===== config.mk =====
export PLATFORM = sky130hd
export DESIGN_NAME = alarm_sig_detector
export DESIGN_NICKNAME = d
export VERILOG_FILES = /design/src/rtl/asd_pkg.sv /design/src/rtl/asd_frame_acc.sv /design/src/rtl/asd_alarm_fsm.sv /design/src/rtl/alarm_sig_detector.sv
export SDC_FILE = /design/constraint.sdc
export NUM_CORES = 1
export LEC_CHECK = 0
export CORE_MARGIN = 3
export CORE_UTILIZATION = 40
export DETAILED_ROUTE_END_ITERATION = 10
export DONT_BUFFER_PORTS = 1
export SYNTH_ARGS = -nofsm -noshare
export SYNTH_HDL_FRONTEND = slang
export SYNTH_SLANG_ARGS = --single-unit

===== constraint.sdc =====
create_clock -name clk -period 3.7 [get_ports clk]
set_clock_uncertainty 0.15 [all_clocks]
set_input_delay 0.74 -clock clk [delete_from_list [all_inputs] [get_ports clk]]
set_output_delay 0.74 -clock clk [all_outputs]
set_load 0.005 [all_outputs]

===== src/rtl/asd_pkg.sv =====
package asd_pkg;

  typedef enum logic [1:0] {
    MODE_DS3  = 2'd0,
    MODE_G751 = 2'd1,
    MODE_G832 = 2'd2,
    MODE_RSVD = 2'd3
  } mode_e;

  typedef enum logic [2:0] {
    K_PAY  = 3'd0,
    K_CBIT = 3'd1,
    K_CB3  = 3'd2,
    K_XBIT = 3'd3,
    K_FMP  = 3'd4,
    K_FAS  = 3'd5
  } kind_e;

  // deviation from the alternating alarm pattern, given the payload phase
  function automatic logic ais_miss(input logic [2:0] kind, input logic [1:0] ph, input logic d);
    case (kind)
      K_PAY:         return d == ph[0];
      K_CBIT, K_CB3: return d;
      K_XBIT:        return !d;
      default:       return 1'b0;
    endcase
  endfunction

  // deviation from the 1100 idle pattern
  function automatic logic idle_miss(input logic [2:0] kind, input logic [1:0] ph, input logic d);
    case (kind)
      K_PAY:   return d == ph[1];
      K_CB3:   return d;
      K_XBIT:  return !d;
      default: return 1'b0;
    endcase
  endfunction

endpackage


===== src/rtl/asd_frame_acc.sv =====
module asd_frame_acc
  import asd_pkg::*;
#(
  parameter int CNT_W = 13
) (
  input  logic             clk,
  input  logic             rst_n,
  input  logic             bit_vld_i,
  input  logic             frame_end_i,
  input  logic             data_i,
  input  logic [2:0]       kind_i,
  output logic [CNT_W-1:0] ais_dev_o,
  output logic [CNT_W-1:0] idle_dev_o,
  output logic [CNT_W-1:0] zero_o,
  output logic [CNT_W-1:0] fas_zero_o
);
  localparam int NACC = 4;
  localparam logic [CNT_W-1:0] CMAX = {CNT_W{1'b1}};

  function automatic logic [CNT_W-1:0] sat_inc(input logic [CNT_W-1:0] v, input logic inc);
    return (inc && v != CMAX) ? v + 1'b1 : v;
  endfunction

  logic [1:0]       phase_q;
  logic [NACC-1:0]  hit;
  logic [CNT_W-1:0] acc_q [NACC];
  logic [CNT_W-1:0] tot   [NACC];

  assign hit[0] = ais_miss(kind_i, phase_q, data_i);
  assign hit[1] = idle_miss(kind_i, phase_q, data_i);
  assign hit[2] = !data_i;
  assign hit[3] = !data_i && (kind_i == K_FAS);

  for (genvar g = 0; g < NACC; g++) begin : g_acc
    assign tot[g] = sat_inc(acc_q[g], hit[g] & bit_vld_i);
    always_ff @(posedge clk or negedge rst_n) begin
      if (!rst_n)                       acc_q[g] <= '0;
      else if (bit_vld_i && frame_end_i) acc_q[g] <= '0;
      else if (bit_vld_i)                acc_q[g] <= tot[g];
    end
  end

  always_ff @(posedge clk or negedge rst_n) begin
    if (!rst_n)                        phase_q <= '0;
    else if (bit_vld_i && frame_end_i) phase_q <= '0;
    else if (bit_vld_i && kind_i == K_PAY) phase_q <= phase_q + 2'd1;
  end

  assign ais_dev_o  = tot[0];
  assign idle_dev_o = tot[1];
  assign zero_o     = tot[2];
  assign fas_zero_o = tot[3];
endmodule


===== src/rtl/asd_alarm_fsm.sv =====
module asd_alarm_fsm #(
  parameter int CONSEC = 2
) (
  input  logic clk,
  input  logic rst_n,
  input  logic eval_i,
  input  logic qual_set_i,
  input  logic qual_clr_i,
  input  logic force_clr_i,
  output logic active_o,
  output logic start_o,
  output logic end_o
);
  localparam int CW = (CONSEC > 1) ? $clog2(CONSEC) : 1;
  localparam logic [CW-1:0] LAST = CW'(CONSEC - 1);

  logic [CW-1:0] run_q;
  logic          toward;

  assign toward = active_o ? qual_clr_i : qual_set_i;

  always_ff @(posedge clk or negedge rst_n) begin
    if (!rst_n) begin
      active_o <= 1'b0;
      run_q    <= '0;
      start_o  <= 1'b0;
      end_o    <= 1'b0;
    end else begin
      start_o <= 1'b0;
      end_o   <= 1'b0;
      if (force_clr_i) begin
        run_q <= '0;
        if (active_o) begin
          active_o <= 1'b0;
          end_o    <= 1'b1;
        end
      end else if (eval_i) begin
        if (!toward) begin
          run_q <= '0;
        end else if (run_q == LAST) begin
          run_q    <= '0;
          active_o <= !active_o;
          start_o  <= !active_o;
          end_o    <= active_o;
        end else begin
          run_q <= run_q + 1'b1;
        end
      end
    end
  end
endmodule


===== src/rtl/alarm_sig_detector.sv =====
module alarm_sig_detector
  import asd_pkg::*;
#(
  parameter int CNT_W         = 13,
  parameter int DS3_DEV_MAX   = 10,
  parameter int G751_ZERO_MAX = 4,
  parameter int G832_ZERO_MAX = 9,
  parameter int FAS_ZERO_MAX  = 2,
  parameter int CONSEC_FRAMES = 2
) (
  input  logic       clk,
  input  logic       rst_n,
  input  logic [1:0] mode_i,
  input  logic       bit_vld_i,
  input  logic       data_i,
  input  logic [2:0] kind_i,
  input  logic       frame_end_i,
  input  logic       ovh_ok_i,
  input  logic       oof_i,
  input  logic       auto_ones_i,
  output logic       data_o,
  output logic       ais_o,
  output logic       idle_o,
  output logic       ais_start_o,
  output logic       ais_end_o,
  output logic       idle_start_o,
  output logic       idle_end_o
);
  localparam logic [CNT_W-1:0] DEV_LIM = CNT_W'(DS3_DEV_MAX);
  localparam logic [CNT_W-1:0] FAS_LIM = CNT_W'(FAS_ZERO_MAX);

  function automatic logic [CNT_W-1:0] zero_limit(input logic [1:0] m);
    return (m == MODE_G751) ? CNT_W'(G751_ZERO_MAX) : CNT_W'(G832_ZERO_MAX);
  endfunction

  logic [CNT_W-1:0] ais_dev, idle_dev, zero_cnt, fas_zero;
  logic frame_eval, is_ds3;
  logic ais_set_q, ais_clr_q, idle_set_q, idle_clr_q;
  logic ais_force, idle_force;

  asd_frame_acc #(.CNT_W(CNT_W)) acc_i (
    .clk(clk), .rst_n(rst_n), .bit_vld_i(bit_vld_i), .frame_end_i(frame_end_i),
    .data_i(data_i), .kind_i(kind_i),
    .ais_dev_o(ais_dev), .idle_dev_o(idle_dev), .zero_o(zero_cnt), .fas_zero_o(fas_zero)
  );

  assign frame_eval = bit_vld_i && frame_end_i;
  assign is_ds3     = (mode_i == MODE_DS3);

  assign ais_set_q = is_ds3
    ? (ais_dev <= DEV_LIM && ovh_ok_i && !oof_i)
    : (zero_cnt <= zero_limit(mode_i) && (oof_i || fas_zero <= FAS_LIM));
  assign ais_clr_q = is_ds3 ? (ais_dev > DEV_LIM) : (zero_cnt > zero_limit(mode_i));

  assign idle_set_q = (idle_dev <= DEV_LIM) && ovh_ok_i && !oof_i;
  assign idle_clr_q = (idle_dev > DEV_LIM);

  assign ais_force  = is_ds3 && oof_i;
  assign idle_force = !is_ds3 || oof_i;

  asd_alarm_fsm #(.CONSEC(CONSEC_FRAMES)) ais_fsm_i (
    .clk(clk), .rst_n(rst_n), .eval_i(frame_eval),
    .qual_set_i(ais_set_q), .qual_clr_i(ais_clr_q), .force_clr_i(ais_force),
    .active_o(ais_o), .start_o(ais_start_o), .end_o(ais_end_o)
  );

  asd_alarm_fsm #(.CONSEC(CONSEC_FRAMES)) idle_fsm_i (
    .clk(clk), .rst_n(rst_n), .eval_i(frame_eval),
    .qual_set_i(idle_set_q), .qual_clr_i(idle_clr_q), .force_clr_i(idle_force),
    .active_o(idle_o), .start_o(idle_start_o), .end_o(idle_end_o)
  );

  assign data_o = data_i | (auto_ones_i & (ais_o | idle_o));
endmodule


# Word-level counts from Yosys, hierarchy flattened
# Index checks and enable logic that the tools add are counted.
totals:
  word_cells: 133
  ff_bits: 62
  output_inout_bits: 7
  input_bits: 13
classes:
  reduce_logical: 33
  n_bitwise: 7
  n_lt_le_gt_ge: 7
  n_addsub: 7
  n_eq_ne: 11
  mux: 55
ops:
  columns: ["op", "n"]
  rows:
  - ["13-bit two-way mux", 12]
  - ["13-bit by 1-bit adder with 13-bit output, second input constant", 4]
  - ["13-bit != test, second input constant", 4]
  - ["1-bit two-way mux", 38]
  - ["13-bit by 4-bit > comparator with 1-bit output, second input constant", 2]
  - ["13-bit by 4-bit <= comparator with 1-bit output, second input constant", 2]
  - ["2-bit nonzero test", 8]
  - ["13-bit by 4-bit > comparator with 1-bit output", 1]
  - ["13-bit <= comparator", 1]
  - ["13-bit by 2-bit <= comparator with 1-bit output, second input constant", 1]
  - ["1-bit logical AND", 13]
  - ["3-bit by 2-bit equality test with 1-bit output, second input constant", 2]
  - ["1-bit one-hot mux with 3 select lines", 2]
  - ["3-bit AND reduction", 2]
  - ["1-bit bitwise AND", 5]
  - ["1-bit zero test", 5]
  - ["2-bit two-way mux", 2]
  - ["4-bit two-way mux", 1]
  - ["3-bit by 1-bit equality test with 1-bit output, second input constant", 1]
  - ["3-bit equality test, second input constant", 1]
  - ["3-bit zero test", 1]
  - ["1-bit adder, second input constant", 2]
  - ["2-bit by 1-bit adder with 2-bit output, second input constant", 1]
  - ["1-bit equality test", 2]
  - ["5 further kinds", 7]

# Longest topological paths before layout
# Gate-level depths: netlist of run 1.
logic_depth:
  word_depth: 14
  depth_mapped: 15
  ltp_nobuf: 14

# Hierarchy
# A second synthesis of run 1 with hierarchy kept.
hier_totals:
  hier_cells: 480
  hier_area_um2: 4302.9
modules_own_cells:
  columns: ["module", "area_each_um2", "n_inst", "cells_each", "seq_area_each_um2"]
  rows:
  - ["asd_frame_acc", 3669.8, 1, 408, 1351.3]
  - ["asd_alarm_fsm", 171.4, 2, 14, 100.1]
  - ["alarm_sig_detector", 290.3, 1, 44, 0.0]

# Least setup slack after synthesis of run 1
# OpenSTA, ideal clock, no wires.
synth_path:
  path_kind: "input-to-reg"
  from: "in kind_i[0]"
  to: "reg ais_fsm_i.end_o"
  arrival_time_ns: 3.191
  path_stages: 9
  slack_ns: 0.240
  required_ns: 3.431
  setup_ns: 0.119
  path_cell_list: "buf_2 -> or3_1 -> a2111oi_4 -> mux2_2 -> a221o_1 -> or4_1 -> o21bai_1 -> nor2_1 -> o21a_1"
synth_via:
  elab_chain_len: 14
  word_cells_on_any_way: 27
synth_rtl:
  columns: ["element", "line", "rtl"]
  rows:
  - ["start, declared", "alarm_sig_detector.sv:16", "input logic [2:0] kind_i,"]
  - ["3-bit by 1-bit equality test with 1-bit output or 3-bit by 2-bit equality test with 1-bit output (tied branches)", "asd_pkg.sv:21", "case (kind)"]
  - ["2-bit OR reduction", "asd_pkg.sv:21", null]
  - ["1-bit one-hot mux with 3 select lines", "asd_pkg.sv:21", null]
  - ["1-bit bitwise AND", "asd_frame_acc.sv:35", "assign tot[g] = sat_inc(acc_q[g], hit[g] & bit_vld_i);"]
  - ["1-bit logical AND", "asd_frame_acc.sv:21", "return (inc && v != CMAX) ? v + 1'b1 : v;"]
  - ["13-bit two-way mux", "asd_frame_acc.sv:21", null]
  - ["13-bit by 4-bit <= comparator with 1-bit output", "alarm_sig_detector.sv:51", "? (ais_dev <= DEV_LIM && ovh_ok_i && !oof_i)"]
  - ["1-bit logical AND (2 in a row)", "alarm_sig_detector.sv:51", null]
  - ["1-bit two-way mux", "alarm_sig_detector.sv:51", null]
  - ["1-bit two-way mux (*)", "asd_alarm_fsm.sv:20", "assign toward = active_o ? qual_clr_i : qual_set_i;"]
  - ["1-bit two-way mux (*)", "asd_alarm_fsm.sv:38", "if (!toward) begin"]
  - ["1-bit two-way mux (*)", "asd_alarm_fsm.sv:37", "end else if (eval_i) begin"]
  - ["1-bit two-way mux (*)", "asd_alarm_fsm.sv:31", "if (force_clr_i) begin"]
  - ["end signal, assigned", "asd_alarm_fsm.sv:44", "end_o <= active_o;"]
  - ["end, declared", "asd_alarm_fsm.sv:12", "output logic end_o"]
# Every way passes the cells marked *; elsewhere a longest branch is shown, timed or not.
# A chain may end at the register's enable or synchronous reset.

# Worst setup path after layout of run 1
layout_path:
  from: "reg acc_i.acc_q[0] in the netlist's numbering"
  to: "reg ais_fsm_i.run_q"
layout_via:
  elab_chain_len: 11
  word_cells_on_any_way: 12
layout_rtl:
  columns: ["element", "line", "rtl"]
  rows:
  - ["start, declared", "asd_frame_acc.sv:26", "logic [CNT_W-1:0] acc_q [NACC];"]
  - ["start signal, assigned by index", "asd_frame_acc.sv:39", "else if (bit_vld_i) acc_q[g] <= tot[g];"]
  - ["parallel branches: the longest is 2 deep, another holds 13-bit by 1-bit adder with 13-bit output", null, null]
  - ["13-bit two-way mux (*)", "asd_frame_acc.sv:21", null]
  - ["13-bit by 2-bit <= comparator with 1-bit output (*)", "alarm_sig_detector.sv:52", ": (zero_cnt <= zero_limit(mode_i) && (oof_i || fas_zero <= FAS_LIM));"]
  - ["1-bit logical OR (*)", "alarm_sig_detector.sv:52", null]
  - ["1-bit logical AND (*)", "alarm_sig_detector.sv:52", null]
  - ["1-bit two-way mux (*)", "alarm_sig_detector.sv:51", null]
  - ["1-bit two-way mux (*)", "asd_alarm_fsm.sv:20", null]
  - ["1-bit two-way mux (*)", "asd_alarm_fsm.sv:38", null]
  - ["1-bit two-way mux (*)", "asd_alarm_fsm.sv:37", null]
  - ["1-bit two-way mux (*)", "asd_alarm_fsm.sv:31", null]
  - ["end signal, assigned", "asd_alarm_fsm.sv:46", "run_q <= run_q + 1'b1;"]
  - ["end, declared", "asd_alarm_fsm.sv:17", "logic [CW-1:0] run_q;"]
# Mark *: on every way between the ends. The select of a mux whose other input is x is not followed.

==> results of run 1 <==
[layout by cell type, fill, tap and decap left out, types with 10 or more instances in the layout]
cell and count:
a31oi_1 10, inv_1 16, a22o_1 12, and3_1 11, nor2_1 42, o21ai_0 23
dfrtp_1 62, a21oi_1 19, buf_4 10, xnor2_1 15, nor3_1 14, nand4_1 20
nand2_1 44, nand2b_1 11, mux2i_1 12, nand3_1 28, o2bb2ai_1 21
[critical path, cell delays in order (launching register included)]
cell and delay [ns]:
dfrtp_1 0.42, ha_1 0.31, nand4_1 0.16, or4_1 0.66, a311o_1 0.33, a222oi_1 0.47
a31oi_1 0.15, a2111oi_1 0.48, o21ai_0 0.14, o221ai_1 0.09
[cell families after synthesis]
logic type | Yosys count | share of synthesized area [%]
AO/OA/AOI/OAI | 153 | 25.4
XOR/XNOR | 24 | 4.48
adder cells (fa/ha/maj) | 7 | 1.87
buffers and inverters | 61 | 5.39
flip-flops | 62 | 33.1
multiplexers | 15 | 3.28
AND/OR/NAND/NOR | 229 | 26.5
[worst max path at each step]
stage / slack [ns] / depth (start not counted) / start / to
after detailed placement: 0.28 / 8 / kind_i[0] / ais_fsm_i.end_o
after global placement: 0.29 / 8 / kind_i[0] / ais_fsm_i.end_o
after floorplan: 0.24 / 9 / kind_i[0] / ais_fsm_i.end_o
after CTS: 0.27 / 9 / acc_i.acc_q[0] / ais_fsm_i.run_q
after global routing: 0.02 / 9 / acc_i.acc_q[0] / ais_fsm_i.run_q
final: 0.25 / 9 / acc_i.acc_q[0] / ais_fsm_i.run_q
[layout make-up]
cell class,instances,area share [%]
clock buffer,14,5.23
clock inverter,1,0.0991
inverter,18,1.34
multi-input combinational,428,57.1
sequential,62,30.7
tap,140,3.47
timing repair buffer,11,2.03
[metrics by stage]
step                      power (uW)  cells
after detailed placement        1150    658
after floorplan                 1080    551
after CTS                       1960    674
after global placement          1140    658
after global routing            2050    674
final                           1950    674
[power groups by stage]
stage | Clock, uW | Combinational (uW) | Sequential (uW)
2_1_floorplan | 0 | 292 | 791
3_3_place_gp | 0 | 295 | 841
3_5_place_dp | 0 | 302 | 844
4_1_cts | 807 | 322 | 833
5_1_grt | 838 | 361 | 849
6_report | 794 | 319 | 833
[registers in the layout, indices dropped and copies added, names as in the netlist]
| register | cells |
|---|---|
| acc_i.phase_q | 2 |
| idle_fsm_i.active_o | 1 |
| ais_fsm_i.start_o | 1 |
| ais_fsm_i.end_o | 1 |
| idle_fsm_i.start_o | 1 |
| ais_fsm_i.active_o | 1 |
| acc_i.acc_q | 52 |
| idle_fsm_i.run_q | 1 |
| ais_fsm_i.run_q | 1 |
| idle_fsm_i.end_o | 1 |
[layer usage]
layer  vias to the layer above  part of all wire [%]  global-route usage (%)  routed length, um
li1                       2062                     -                       -                  -
met1                      2067                    48                    27.5               5900
met2                        92                    46                    30.5               5610
met3                        12                   4.7                    3.91                583
met4                         0                   1.7                    8.00                212
met5                         -                     0                       0                  0
==> impl_metrics.tcl, run 1 <==
set metrics [dict create \
    ys_top_cells_by_count "dfrtp_1, nand2_1, nor2_1, clkbuf_1, nand3_1" \
    grt_use_total_pct 19.9 \
    worstSetupPathType "flop to flop" \
    synth_ff_type "dfrtp_1" \
    r2r_cells 9 \
    cts_resized 0 \
    setup_viol 0 \
    wire_per_inst_um 18.3 \
    vias 4233 \
    ios 20 \
    run_status "completed" \
    path_max_fanout 9 \
    ys_top_cells_by_area "dfrtp_1, o2bb2ai_1, nand2_1" \
    swShare_pct 29.6 \
    drt_drc_violations_left 0 \
    synth.avg_cell_area_um2 8.51 \
    whs_ns 0.102 \
    finalCritPeriodShare_pct 93.3 \
    place_congestion 0.868 \
    synth_cell_types 76 \
    die_y_um 114 \
    grt_setup_unrepaired "no" \
    ys_async_sr_fraction_pct 100 \
    slew_headroom_pct 52.4 \
    synth_cells 551 \
    combPwrFrac_pct 16.4 \
    regArea_um2 1550 \
    power.switching_uw 576 \
    synth_edf_count 0 \
    rows 38 \
    syn_nets 571 \
    drive_gt1_share_pct 7.68 \
    seq_power_share_pct 42.8 \
    r2r-end "ais_fsm_i.run_q" \
    r2r_slack_ns 0.25 \
    final_util_pct 45.4 \
    p_leak_uw 0.00192 \
    power.density_nw_per_um2 385 \
    slew_viol_final 0 \
    clk_pin_slew_ns 0.05 \
    cts_root_buf "clkbuf_16" \
    drtIter0Drc 355 \
    maxCapViolCount 0 \
    drtPass1Iterations 5 \
    yosysWarnings 0 \
    synth_area_um2 4690 \
    synth.top_cell.area_share_pct 33.1 \
    crit_required_ns 3.81 \
    nNetsFinal 550 \
    die_w_um 114 \
    coreArea_um2 11100 \
    p_int_uw 1370 \
    antenna_left 0 \
    fillers 1105 \
    postLayoutSetupSlackWorst_ns 0.248 \
    grt_max_degree 63 \
    end_kind "flop" \
    start_util_pct 42.1 \
    clockPowerShare_pct 40.8 \
    h-tree-depth 3 \
    first_global_vias 4006 \
    synth_area_leader_cell "dfrtp_1" \
    hold_buffers 1 \
    hold_class "primary input to asynchronous set/reset pin" \
    dp_slack_ns 0.277 \
    fin_crit_ns 3.45 \
    clock_sinks 62 \
    clkLatencyLatePin_ns 0.35 \
    dpl-instance-area_um2 4750 \
    synthToLayoutAreaGrowth_pct 7.71 \
    worstMarginPinSlew_ns 0.706 \
    port_buffers 0 \
    vias_per_cell 6.28 \
    hpwl_um 8490 \
    numCtsBuffers 9 \
    ys_ff_latch 62 \
    synth_most_common_cell "dfrtp_1" \
    hold_viol 0 \
    multi_input_area_um2 2880 \
    post_cts_buffers 0 \
    final.setup.tns_ns 0 \
    arrival_ns 3.56 \
    ys_seq_area_share_pct 33.1 \
    antenna_found_initial 0 \
    start_kind "flop" \
    diodes 0 \
    clk_path_buf_depth 2 \
    max_freq_mhz 290 \
    grt_overflow 0 \
    ir_drop_uv 205 \
    die_area_um2 13100 \
    grt_first_pass_wirelength_um 20700 \
    cts_tree "built" \
    r2r_start "acc_i.acc_q[0]" \
    routed_wl_um 12300 \
    fin_area_um2 5050 \
]
Note: power is estimated with default switching activity, not from simulation.
==> run 2, diff against run 1 <==
==> constraint.sdc (replaced) <==
create_clock -name clk -period 3 [get_ports clk]
set_clock_uncertainty 0.15 [all_clocks]
set_input_delay 0.6 -clock clk [delete_from_list [all_inputs] [get_ports clk]]
set_output_delay 0.6 -clock clk [all_outputs]
set_load 0.005 [all_outputs]
==> run 2 against run 1 <==
Combinational power up 69%. Clock-buffer cell count down 1. Worst hold slack better by 0.092 ns. Sequential share of layout area down 4.0 points. Critical path type unchanged. Largest cell class unchanged. Largest power group is now clock.
==> impl_metrics.tcl, run 2 (same netlist as run 1, synthesis figures left out) <==
set metrics [dict create \
    antenna_found_initial 0 \
    port_buffers 0 \
    ir_drop_uv 378 \
    clock_sinks 62 \
    nNetsFinal 634 \
    slew_viol_final 0 \
    grt_use_total_pct 21.1 \
    dp_cells 736 \
    crit_path_start "acc_i.phase_q[0]" \
    grt_setup_unrepaired "yes" \
    drtPass1Iterations 4 \
    critical_path.endpoint "ais_fsm_i.end_o" \
    grt_max_degree 63 \
    drt_drc_violations_left 0 \
    r2r_cells 8 \
    finalCritPeriodShare_pct 99.8 \
    first_global_vias 4431 \
    start_util_pct 42.1 \
    h-tree-depth 3 \
    largest_register "acc_i.acc_q" \
    ios 20 \
    p_leak_uw 0.00239 \
    run_status "completed" \
    final_common_cell "buf_4" \
    largest_register_ffs 52 \
    drtIter0Drc 323 \
    worstMarginPinSlew_ns 0.642 \
    met2_wirelength_um 6110 \
    coreArea_um2 11100 \
    die_area_um2 13100 \
    die_y_um 114 \
    r2r-end "ais_fsm_i.end_o" \
    r2r_slack_ns 0.006 \
    grt_overflow 0 \
    power.density_nw_per_um2 458 \
    routed_wl_um 13400 \
    maxCapViolCount 0 \
    cts_tree "built" \
    end_kind "flop" \
    whs_ns 0.195 \
    slew_headroom_pct 56.8 \
    top_layer "met4" \
    final_cell_mix "buf_4, dfrtp_1, nand2_1, nor2_1, nand3_1" \
    max_freq_mhz 334 \
    wl_met3_um 793 \
    crit_required_ns 3.08 \
    instances_no_fill 759 \
    reg.largest.list "acc_i.acc_q x52, acc_i.phase_q x2" \
    synthToLayoutAreaGrowth_pct 23.8 \
    clkLatencyLatePin_ns 0.34 \
    vias 4714 \
    clk_path_buf_depth 2 \
    hpwl_um 9300 \
    wire_per_inst_um 17.7 \
    start_kind "flop" \
    vias_per_cell 6.21 \
    cts_root_buf "clkbuf_16" \
    final_util_pct 52.1 \
    rows 38 \
    numCtsBuffers 9 \
    worstSetupPathType "flop to flop" \
    p_total_uw 2650 \
    setup_viol 0 \
    final.setup.tns_ns 0 \
    die_w_um 114 \
    antenna_left 0 \
    fin_crit_ns 2.99 \
    clk_pin_slew_ns 0.05 \
    diodes 0 \
    drive_gt1_share_pct 22.0 \
    hold_class "primary input to flop" \
    arrival_ns 3.08 \
    routedLengthMet1_um 6230 \
    r2r_start "acc_i.phase_q[0]" \
    hold_viol 0 \
    place_congestion 0.924 \
    path_max_fanout 3 \
    grt_first_pass_wirelength_um 22100 \
]
[run 2: cell types whose count changed in the layout (fill, tap and decap cells not counted), moves of 2 or more]
| cell | delta |
|---|---|
| clkbuf_1 | -3 |
| clkbuf_8 | +2 |
| ha_1 | -2 |
| ha_2 | +2 |
| buf_4 | +83 |
[run 2: critical path, stage by stage (launching register included)]
cell and delay, ns:
dfrtp_1 0.37, or3_4 0.35, a2111oi_4 0.37, mux2_4 0.33, a221o_1 0.38, or4_1 0.48, o21bai_1 0.20, nor2_1 0.10
o21a_1 0.17
[run 2: how the worst min path moves through the flow]
stage / from / end / slack [ns] / cells past startpoint
CTS: frame_end_i / acc_i.acc_q[44] / 0.18 / 1
global placement: rst_n / acc_i.acc_q[45] / 0.16 / 0
detailed placement: rst_n / acc_i.acc_q[42] / 0.16 / 0
global route: frame_end_i / acc_i.acc_q[44] / 0.18 / 1
finish: frame_end_i / acc_i.acc_q[11] / 0.19 / 1
floorplan: rst_n / acc_i.acc_q[0] / 0.15 / 0
[run 2: per-stage QoR]
stage,instance area [um2],setup WS (ns)
final,5800,0.00628
after detailed placement,5350,-0.255
after global placement,5350,-0.216
after global routing,5800,-0.104
after CTS,5730,0.00916
after floorplan,4710,-0.236
[run 2: area by class of cell]
| type | instances | area, um2 |
|---|---|---|
| clock buffer | 13 | 280 |
| clock inverter | 3 | 40.0 |
| fill | 1068 | 5330 |
| inverter | 18 | 67.6 |
| multi-input combinational | 428 | 2950 |
| sequential | 62 | 1550 |
| tap | 140 | 175 |
| timing repair buffer | 95 | 736 |
[run 2: layer usage]
metal	track usage, %	vias to the layer above
met5	0	-
met4	6.81	0
met3	4.92	19
met2	32.6	144
met1	29.4	2312
li1	-	2239
[run 2: what timing repair did]
item,CTS,global route
endpoints found under the setup margin,3,5
hold buffers,2,0
setup buffers,2,3
hold endpoints to repair,62,0
pin swaps,2,12
resized for setup,2,11
[run 2: power by group]
part | internal (uW) | leakage [uW] | switching (uW)
sequential | 905 | 0.000853 | 85.1
clock | 731 | 0.000162 | 393
combinational | 267 | 0.00137 | 273
==> run 3, diff against run 2 <==
==> constraint.sdc (replaced) <==
create_clock -name clk -period 3.8 [get_ports clk]
set_clock_uncertainty 0.15 [all_clocks]
set_input_delay 0.76 -clock clk [delete_from_list [all_inputs] [get_ports clk]]
set_output_delay 0.76 -clock clk [all_outputs]
set_load 0.005 [all_outputs]
==> run 3 against run 2 <==
Maximum frequency down 13%. Sequential cell count unchanged. Register-to-register slack better by 0.36 ns. Sequential power down 18%. Worst setup slack better by 0.36 ns. Worst hold slack worse by 0.052 ns. Clock-buffer cell count up 3. Critical path type unchanged. Largest power group is now sequential cells.
==> impl_metrics.tcl, run 3 (same netlist as run 1, synthesis figures left out) <==
set metrics [dict create \
    final_cell_mix "dfrtp_1, nand2_1, nor2_1, nand3_1, o21ai_0" \
    worstMarginPinSlew_ns 0.702 \
    dp_slack_ns 0.297 \
    slew_viol_final 0 \
    start_kind "flop" \
    rows 38 \
    clockPowerShare_pct 41.4 \
    path_max_fanout 9 \
    largest_register_ffs 52 \
    wire_per_inst_um 18.6 \
    cts_tree "built" \
    diodes 0 \
    antenna_found_initial 0 \
    finalCritPeriodShare_pct 90.3 \
    cts_root_buf "clkbuf_16" \
    die_w_um 114 \
    start_util_pct 42.1 \
    antenna_left 0 \
    largest_register "acc_i.acc_q" \
    clk_path_buf_depth 2 \
    cp_slowest_stage_delay_ns 0.68 \
    h-tree-depth 3 \
    seq_power_share_pct 42.6 \
    ios 20 \
    clk_pin_slew_ns 0.05 \
    run_status "completed" \
    drtPass1Iterations 5 \
    clkLatencyLatePin_ns 0.34 \
    max_freq_mhz 292 \
    crit_required_ns 3.90 \
    combPwrFrac_pct 16.1 \
    swShare_pct 28.9 \
    first_global_vias 4040 \
    worstSetupPathType "flop to flop" \
    place_congestion 0.871 \
    end_kind "flop" \
    coreArea_um2 11100 \
    post_cts_buffers 0 \
    grt_overflow 0 \
    fin_crit_ns 3.43 \
    slew_headroom_pct 52.7 \
    p_leak_uw 0.00191 \
    hpwl_um 8660 \
    drt_drc_violations_left 0 \
    vias_per_cell 6.33 \
    grt_use_total_pct 20.2 \
    hold_class "primary input to asynchronous set/reset pin" \
    hold_viol 0 \
    postLayoutSetupSlackWorst_ns 0.370 \
    final_common_cell "dfrtp_1" \
    reg.largest.list "acc_i.acc_q x52, acc_i.phase_q x2" \
    fillers 1125 \
    maxCapViolCount 0 \
    whs_ns 0.143 \
    critPathSlowestCell "or4_1" \
    drive_gt1_share_pct 6.97 \
    vias 4249 \
    synthToLayoutAreaGrowth_pct 7.34 \
    die_area_um2 13100 \
    power.density_nw_per_um2 379 \
    numCtsBuffers 9 \
    cts_resized 0 \
    power.switching_uw 550 \
    port_buffers 0 \
    ir_drop_uv 263 \
    die_y_um 114 \
    grt_setup_unrepaired "no" \
    drtIter0Drc 290 \
    cp_cell_sequence "ha_1 -> nand4_1 -> or4_1 -> a311o_1 -> a222oi_1 -> a31oi_1 -> a2111oi_1 -> o21ai_0 -> o221ai_1" \
    final.setup.tns_ns 0 \
    grt_max_degree 63 \
    clock_sinks 62 \
    nNetsFinal 546 \
    grt_first_pass_wirelength_um 21100 \
    setup_viol 0 \
    routed_wl_um 12500 \
    arrival_ns 3.54 \
    p_int_uw 1360 \
]
==> run 3: per-layer routing <==
metal  GRT usage [%]  vias to the layer above  routed length, um
met1            27.0                     2076               5840
met4            6.41                        0                159
met2            31.4                      108               5720
li1                -                     2054                  -
met5               0                        -                  0
met3            5.92                       11                738
==> run 3: stage by stage <==
step / cell area, um2 / power, uW / cells / utilization, %
after global routing: 5030 / 2010 / 671 / 45.2
final: 5030 / 1910 / 671 / 45.2
after detailed placement: 4720 / 1110 / 654 / 42.4
after floorplan: 4690 / 1050 / 551 / -
after CTS: 5030 / 1930 / 671 / 45.2
after global placement: 4720 / 1100 / 654 / 42.4
==> run 3: power by group through the flow <==
| stage | logic [uW] | registers, uW | clock network [uW] |
|---|---|---|---|
| after floorplan | 284 | 770 | 0 |
| after global placement | 283 | 819 | 0 |
| after detailed placement | 290 | 821 | 0 |
| after CTS | 308 | 810 | 814 |
| after global routing | 348 | 825 | 839 |
| final | 306 | 811 | 788 |
==> run 3: worst paths after layout <==
kind	startpoint	end	slack, ns	depth (start not counted)
max	acc_i.acc_q[0]	ais_fsm_i.run_q	0.37	9
min	rst_n	acc_i.acc_q[49]	0.14	1
max reg2reg	acc_i.acc_q[0]	ais_fsm_i.run_q	0.37	9
min reg2reg	acc_i.acc_q[40]	acc_i.acc_q[40]	0.41	1
max in group asynchronous	rst_n	acc_i.acc_q[36]	3.10	1
min in group clk	frame_end_i	acc_i.acc_q[22]	0.35	1
==> run 3: repair_timing <==
item	4_1_cts	5_1_grt
hold endpoints to repair	62	0
endpoints found under the setup margin	0	0
hold buffers	1	0
==> run 3: area by class of cell <==
cell class	count	area (um2)	share of cell area, %
multi-input combinational	428	2880	57.3
inverter	18	67.6	1.34
sequential	62	1550	30.8
tap	140	175	3.48
timing repair buffer	7	72.6	1.44
clock buffer	16	282	5.60
==> run 3: worst max-delay path, delay by kind of cell, from the launching register on <==
family / cells / cell delay (ns)
flops: 1 / 0.43
fa+ha+maj: 1 / 0.31
simple gates: 2 / 0.93
compound gates: 6 / 1.52
